$ cat src/rtl/bp_jam_pkg.sv
package bp_jam_pkg;

  // Over-threshold test: equal counts as over.
  function automatic logic fill_over(input logic [31:0] level, input logic [31:0] thresh);
    return level >= thresh;
  endfunction

  // Next value of the collision streak counter.
  function automatic logic [7:0] streak_next(
    input logic [7:0] cnt,
    input logic [7:0] lim,
    input logic       clean,
    input logic       coll
  );
    logic [7:0] r;
    r = cnt;
    if (clean)                 r = '0;
    else if (coll && cnt < lim) r = cnt + 8'd1;
    return r;
  endfunction

  // Leakage: a nonzero limit that has been reached.
  function automatic logic leak_on(input logic [7:0] cnt, input logic [7:0] lim);
    return (lim != 8'd0) && (cnt >= lim);
  endfunction

endpackage

$ cat src/rtl/bp_fill_cmp.sv
module bp_fill_cmp #(
  parameter int LVL_W = 12
) (
  input  logic [LVL_W-1:0] level,
  input  logic [LVL_W-1:0] thresh,
  output logic             over
);
  import bp_jam_pkg::*;

  localparam int PAD = 32 - LVL_W;

  always_comb begin
    over = fill_over({{PAD{1'b0}}, level}, {{PAD{1'b0}}, thresh});
  end
endmodule

$ cat src/rtl/bp_streak_cnt.sv
module bp_streak_cnt #(
  parameter int LIM_W = 8
) (
  input  logic             clk,
  input  logic             rst_n,
  input  logic [LIM_W-1:0] limit,
  input  logic             clean,
  input  logic             coll,
  output logic [LIM_W-1:0] cnt,
  output logic             leak
);
  import bp_jam_pkg::*;

  logic [LIM_W-1:0] cnt_d;

  always_comb begin
    cnt_d = streak_next(cnt, limit, clean, coll);
    leak  = leak_on(cnt, limit);
  end

  always_ff @(posedge clk) begin
    if (!rst_n) cnt <= '0;
    else        cnt <= cnt_d;
  end
endmodule

$ cat src/rtl/bp_jam_pulse.sv
module bp_jam_pulse (
  input  logic clk,
  input  logic rst_n,
  input  logic sof,
  input  logic over,
  input  logic leak,
  output logic fire,
  output logic req
);
  always_comb begin
    fire = sof && over && !leak;
  end

  always_ff @(posedge clk) begin
    if (!rst_n) req <= 1'b0;
    else        req <= fire;
  end
endmodule

$ cat src/rtl/bp_jam_ctrl.sv
module bp_jam_ctrl #(
  parameter int LVL_W = 12,
  parameter int LIM_W = 8
) (
  input  logic             clk,
  input  logic             rst_n,
  input  logic [LVL_W-1:0] fill_level,
  input  logic [LVL_W-1:0] fill_thresh,
  input  logic [LIM_W-1:0] jam_limit,
  input  logic             rx_sof,
  input  logic             coll_det,
  input  logic             tx_done_ok,
  input  logic             rx_done_ok,
  output logic             jam_req
);
  // Named internal events, observed by the bound checker.
  logic             over_w;
  logic             leak_w;
  logic             clean_w;
  logic             fire_w;
  logic [LIM_W-1:0] cnt_q;

  assign clean_w = tx_done_ok | rx_done_ok;

  bp_fill_cmp #(.LVL_W(LVL_W)) u_cmp (
    .level (fill_level),
    .thresh(fill_thresh),
    .over  (over_w)
  );

  bp_streak_cnt #(.LIM_W(LIM_W)) u_cnt (
    .clk  (clk),
    .rst_n(rst_n),
    .limit(jam_limit),
    .clean(clean_w),
    .coll (coll_det),
    .cnt  (cnt_q),
    .leak (leak_w)
  );

  bp_jam_pulse u_pulse (
    .clk  (clk),
    .rst_n(rst_n),
    .sof  (rx_sof),
    .over (over_w),
    .leak (leak_w),
    .fire (fire_w),
    .req  (jam_req)
  );
endmodule

$ cat config.mk
export PLATFORM = sky130hd
export DESIGN_NAME = bp_jam_ctrl
export DESIGN_NICKNAME = d
export VERILOG_FILES = /design/src/rtl/bp_jam_pkg.sv /design/src/rtl/bp_fill_cmp.sv /design/src/rtl/bp_streak_cnt.sv /design/src/rtl/bp_jam_pulse.sv /design/src/rtl/bp_jam_ctrl.sv
export SDC_FILE = /design/constraint.sdc
export NUM_CORES = 1
export LEC_CHECK = 0
export BUFFER_PORTS_ARGS = -buffer_cell sky130_fd_sc_hd__buf_2
export CORE_UTILIZATION = 51
export DETAILED_ROUTE_END_ITERATION = 12
export PLACE_DENSITY = 0.83
export SLEW_MARGIN = 30
export SYNTH_ARGS = -nofsm -noshare
export SYNTH_HDL_FRONTEND = slang
export SYNTH_SLANG_ARGS = --single-unit
$ cat constraint.sdc
create_clock -name clk -period 3.81 [get_ports clk]
set_input_delay 0.762 -clock clk [delete_from_list [all_inputs] [get_ports clk]]
set_output_delay 0.762 -clock clk [all_outputs]
set_load 0.1 [all_outputs]
==> results.cfg, run 1 <==
[detailed_routing]
route.detailed.drc = 0
first_pass_iters = 4
vias = 1026
postRouteAntennaNets = 0
wire_per_inst_um = 11.4
drt_wl_total_um = 2160
via_per_inst = 5.43
drt_iter0_markers = 16

[clocking]
postCtsHoldBufs = 0
clk_latency_ns = 0.27
cts_tree = built
cts_setup_buffers = 0
cts.sinks = 9
htreeDepth = 1
max-clock-path-buffers = 2
root_buffer = clkbuf_4
cts_made_buffers = 3
clkTransAtPathRegs_ns = 0.07
cts_resized = 0

[logic_synthesis]
syn_inst = 123
syn_area_per_cell_um2 = 7.91
synth_area_um2 = 973
synth_nets = 182
ys_warn_count = 0
yosysSeqAreaShare_pct = 18.5
synth_cell_types = 29
ys_ff_latch = 9

[pwr]
leakagePower_nw = 0.642
ir_drop_mv = 0.190
p_comb_share_pct = 27.7
p_seq_share_pct = 40.7
swShare_pct = 29.5
p_per_area_nw_per_um2 = 194
clkPwrFrac_pct = 31.6
p_int_mw = 0.166
p_switching_mw = 0.0693

[worst_hold_path]
min_from = u_cnt.cnt[7]
min_path_type = register to register

[die]
initial_core_util_pct = 55.2
rows = 15
die_x_um = 45.7
die_area_um2 = 2090
die_h_um = 45.7
io_pins = 39
core_area_um2 = 1760

[finish]
drive_gt1_share_pct = 30.5
fin_cells = 189
num_antenna_cells = 0
final_net_count = 224
fillers = 172
area_growth_pct = 24.4

[setup_path]
arrival_ns = 2.31
worst-path-max-fanout = 1
start_kind = input port
critPathKind = input port to register
reg2reg_slack_ns = 1.92
cp-end-kind = register
r2r_start = u_cnt.cnt[1]
critPathRequiredTime_ns = 3.96
critPathLaunch = fill_level[0]

[timing]
max_freq_mhz = 462
finalWorstSetupSlack_ns = 1.64
slew_headroom_pct = 67.1
finalCritPeriodShare_pct = 56.8
final-setup-viol-count = 0
fin_tns_setup_ns = 0
final-hold-violation-count = 0
rsz0062_at_grt = no
hold_ws_ns = 0.499
tightest_slew_ns = 0.493
min_period_ns = 2.17
slew_violations = 0
finalClockSkew_ns = 0.0108

[global_route]
busiest_layer = met2
grt_pass1_wl_um = 3590
antenna_found_initial = 0
grt-ovfl-total = 0
first_global_vias = 968
grtUsageMet2_pct = 45.7
grt_max_degree = 16
gr-usage-met3_pct = 7.54
use_met1_pct = 25.1
grtUsageTotal_pct = 23.8

[placement]
place_ws_ns = 1.31
dp_hpwl_um = 1880
placed_cells = 185
io_buffers = 38
gp_congestion = 0.816

[job]
maxCapViolations = 0

[run_status]
status = finished clean
[power groups by stage]
stage | registers (mW) | logic, mW | clock network, mW
floorplan | 0.102 | 0.0318 | 0
global route | 0.0956 | 0.0751 | 0.0820
global placement | 0.0977 | 0.0611 | 0
finish | 0.0956 | 0.0651 | 0.0742
detailed placement | 0.0976 | 0.0653 | 0
CTS | 0.0955 | 0.0660 | 0.0748
[state kept, by name (all words and copies together) (netlist names)]
register     count
u_cnt.cnt        8
u_pulse.req      1
[cells by family (layout without fill, tap and decap cells)]
logic type	after synthesis	after routing	synth area share, %
adder cells (fa/ha/maj)	21	21	27.0
flip-flops	9	9	18.5
buffers and inverters	22	63	9.25
AO/OA/AOI/OAI	31	31	21.3
multiplexers	1	1	1.03
AND/OR/NAND/NOR	39	39	22.9
[through the flow]
| step | util [%] | cell area [um^2] | power (mW) |
|---|---|---|---|
| after detailed placement | 67.1 | 1180 | 0.163 |
| after global placement | 67.1 | 1180 | 0.159 |
| after global routing | 68.7 | 1210 | 0.253 |
| after CTS | 68.7 | 1210 | 0.236 |
| after floorplan | - | 973 | 0.133 |
| final | 68.7 | 1210 | 0.235 |
[critical path, cell delays in order]
cell	delay, ns
buf_2	0.07
inv_1	0.03
ha_1	0.28
nand2b_1	0.14
a2111oi_0	0.38
a2111oi_0	0.12
a2111oi_0	0.45
nor4_1	0.08
[final timing paths]
check | end | cells past startpoint
setup / recovery | u_pulse.req | 8
hold / removal | u_cnt.cnt[7] | 2
setup reg to reg | u_cnt.cnt[4] | 6
hold reg to reg | u_cnt.cnt[7] | 2
[routing by layer]
layer,part of all wire (%),vias up
met5,0,-
met4,0,0
met2,53,32
li1,-,535
met1,42,459
met3,4.8,0
[Yosys cell counts, drive strengths merged]
cell type | count | area, um^2
o21a | 1 | 15.0
mux2i | 1 | 10.0
a21o | 4 | 30.0
or4 | 2 | 15.0
nor4 | 3 | 18.8
a21oi | 13 | 72.6
dfxtp | 9 | 180
or3 | 5 | 33.8
a31oi | 1 | 6.26
inv | 21 | 78.8
and3 | 2 | 12.5
nand4 | 5 | 31.3
o21ai | 6 | 30.0
buf | 1 | 11.3
nand2 | 8 | 32.5
nand3 | 7 | 35.0
nand2b | 1 | 6.26
nor2 | 3 | 11.3
a2111oi | 3 | 26.3
nor2b | 2 | 20.0
ha | 21 | 263
and2 | 1 | 6.26
o211ai | 2 | 20.0
o31ai | 1 | 7.51
[layout by cell type (no fill, tap or decap), drive strengths merged, types with 2 or more instances in the layout]
cell type	instances
nor2	3
nor4	3
nand2	8
and3	2
or4	2
o21ai	6
clkbuf	3
a2111oi	3
nand4	5
dfxtp	9
ha	21
inv	21
a21o	4
or3	5
nor2b	2
o211ai	2
nand3	7
buf	38
a21oi	13
[final cells by class]
class                   instances  area, um^2  area share [%]
repair buffers                 38         190            15.7
multi-input cells              92         703            58.1
inverters                      21        78.8            6.51
flip-flops and latches          9         180            14.9
clock inverters                 1        5.00           0.413
clock buffers                   3        22.5            1.86
well taps                      25        31.3            2.58
(Power assumes the default switching activity.)
==> run 2: changes to the inputs <==
--- a/config.mk
+++ b/config.mk
@@ -5,10 +5,11 @@
 export SDC_FILE = /design/constraint.sdc
 export NUM_CORES = 1
 export LEC_CHECK = 0
+export ABC_AREA = 1
 export BUFFER_PORTS_ARGS = -buffer_cell sky130_fd_sc_hd__buf_2
-export CORE_UTILIZATION = 51
+export CORE_UTILIZATION = 49
 export DETAILED_ROUTE_END_ITERATION = 12
-export PLACE_DENSITY = 0.83
+export PLACE_DENSITY = 0.78
 export SLEW_MARGIN = 30
 export SYNTH_ARGS = -nofsm -noshare
 export SYNTH_HDL_FRONTEND = slang
==> constraint.sdc (replaced) <==
create_clock -name clk -period 2.2 [get_ports clk]
set_input_delay 0.44 -clock clk [delete_from_list [all_inputs] [get_ports clk]]
set_output_delay 0.44 -clock clk [all_outputs]
set_load 0.1 [all_outputs]
==> run 2 against run 1 <==
Compared with the run above:
- die area increased by 15%
- clock skew decreased by 0.0087 ns
- critical path depth decreased by 1
- critical endpoint is now u_cnt.cnt[4]
- largest cell class unchanged
==> results.cfg, run 2 <==
[run_status]
status = finished clean

[logic_synthesis]
synth_nets = 214
synthArstFlopShare_pct = 0
synth_edf_count = 0
yosysSeqAreaShare_pct = 16.6
syn_area_per_cell_um2 = 7.01
synthTopCellsByCount = nand2_1, inv_1, ha_1
ys_warn_count = 0
synth_area_um2 = 1090
yosysTopAreaCellShare_pct = 24.2
syn_inst = 155
synth_cell_types = 26
yosysMostFrequentCell = nand2_1
yosysTopAreaCell = ha_1
ys.flop_type = dfxtp_1
ys_top_cells_by_area = ha_1, dfxtp_1, nand2_1
ys_ff_latch = 9

[finish]
largest-register = u_cnt.cnt
fillers = 182
largest_reg_flops = 8
reg_top3 = u_cnt.cnt x8, u_pulse.req x1
final_net_count = 256
final_core_utilization_pct = 65.7
postLayoutCellArea_um2 = 1330
num_antenna_cells = 0
area_growth_pct = 22.3
mostFrequentLayoutCells = buf_2, nand2_1, inv_1
drive_gt1_share_pct = 26.5
final_common_cell = buf_2

[global_route]
grt_max_degree = 11
first_global_vias = 1119
grtUsageTotal_pct = 22.7
antenna_found_initial = 0
grt_pass1_wl_um = 4350
grt-ovfl-total = 0

[clocking]
clk_latency_ns = 0.26
cts_resized = 0
root_buffer = clkbuf_4
cts_tree = built
postCtsHoldBufs = 0
cts_setup_buffers = 0
htreeDepth = 1
cts_made_buffers = 3
max-clock-path-buffers = 2
clkTransAtPathRegs_ns = 0.06
cts.sinks = 9

[timing]
max_freq_mhz = 645
final-setup-viol-count = 0
finalWorstSetupSlack_ns = 0.651
tightest_slew_ns = 0.489
rsz0062_at_grt = no
slew_violations = 0
fin_tns_setup_ns = 0
finalCritPeriodShare_pct = 70.4
min_period_ns = 1.55
slew_headroom_pct = 67.6
final-hold-violation-count = 0
finalClockSkew_ns = 0.00209

[setup_path]
worst-path-max-fanout = 10
arrival_ns = 1.70
critPathKind = register to register
start_kind = register
cp-end-kind = register
critPathRequiredTime_ns = 2.35

[pwr]
power.total_mw = 0.410
leakagePower_nw = 0.719
p_per_area_nw_per_um2 = 309
ir_drop_mv = 0.262

[die]
die_h_um = 49.1
die_x_um = 49.1
rows = 16
io_pins = 39
core_area_um2 = 2020
initial_core_util_pct = 53.7
die_area_um2 = 2410

[worst_hold_path]
min_path_type = input port to register

[job]
maxCapViolations = 0

[detailed_routing]
route.detailed.drc = 0
first_pass_iters = 4
vias = 1123
drt_iter0_markers = 11
via_per_inst = 5.04
postRouteAntennaNets = 0
wire_per_inst_um = 10.5
drt_wl_total_um = 2350

[placement]
post_dp_cell_area_um2 = 1300
dp_hpwl_um = 2020
gp_congestion = 0.836
io_buffers = 38
place_ws_ns = 0.457
## run 2: kinds of logic after synthesis
logic type,Yosys count,synth area share (%)
AOI/OAI and AO/OA,20,10.7
xor gates and xnor gates,3,2.42
adders and majority gates,21,24.2
buffers and inverters,33,11.8
DFF,9,16.6
and+or+nand+nor,69,34.3
## run 2: critical path, cell delays in order, from the launching register on
cell	delay [ns]
dfxtp_1	0.45
ha_1	0.29
a21oi_1	0.19
nand2_2	0.12
nand2_8	0.10
nand3_4	0.11
nand2_1	0.10
a21oi_1	0.06
## run 2: area by class of cell
cell class	instances	area [um^2]	area share (%)
Clock buffer	4	26.3	1.98
Inverter	32	120	9.04
Multi-Input combinational cell	113	778	58.6
Sequential cell	9	180	13.6
Tap cell	27	33.8	2.54
Timing Repair Buffer	38	190	14.3
## run 2: worst paths after layout
check,from,end,slack [ns],cells after the start
worst max-delay path,u_cnt.cnt[3],u_cnt.cnt[4],0.65,7
worst min-delay path,rx_sof,u_pulse.req,0.49,5
worst max register to register,u_cnt.cnt[3],u_cnt.cnt[4],0.65,7
worst min register to register,u_cnt.cnt[7],u_cnt.cnt[7],0.52,2
## run 2: routing by layer
layer | track usage, % | up-vias | wire length [um]
met2 | 42.5 | 27 | 1140
met3 | 3.43 | 7 | 99
li1 | - | 598 | -
met4 | 9.31 | 0 | 56
met1 | 25.1 | 491 | 1050
met5 | 0 | - | 0
## run 2: report_power, final
group	internal, mW	switching (mW)	leakage [nW]
Clock	0.0697	0.0554	0.0150
Combinational	0.0544	0.0652	0.632
Sequential	0.165	0.000966	0.0727
Total	0.289	0.122	0.719
## run 2: through the flow
| step | hold slack, ns | std cells |
|---|---|---|
| floorplan | 0.471 | 155 |
| global placement | 0.492 | 219 |
| detailed placement | 0.508 | 219 |
| CTS | 0.494 | 223 |
| global route | 0.535 | 223 |
| finish | 0.488 | 223 |
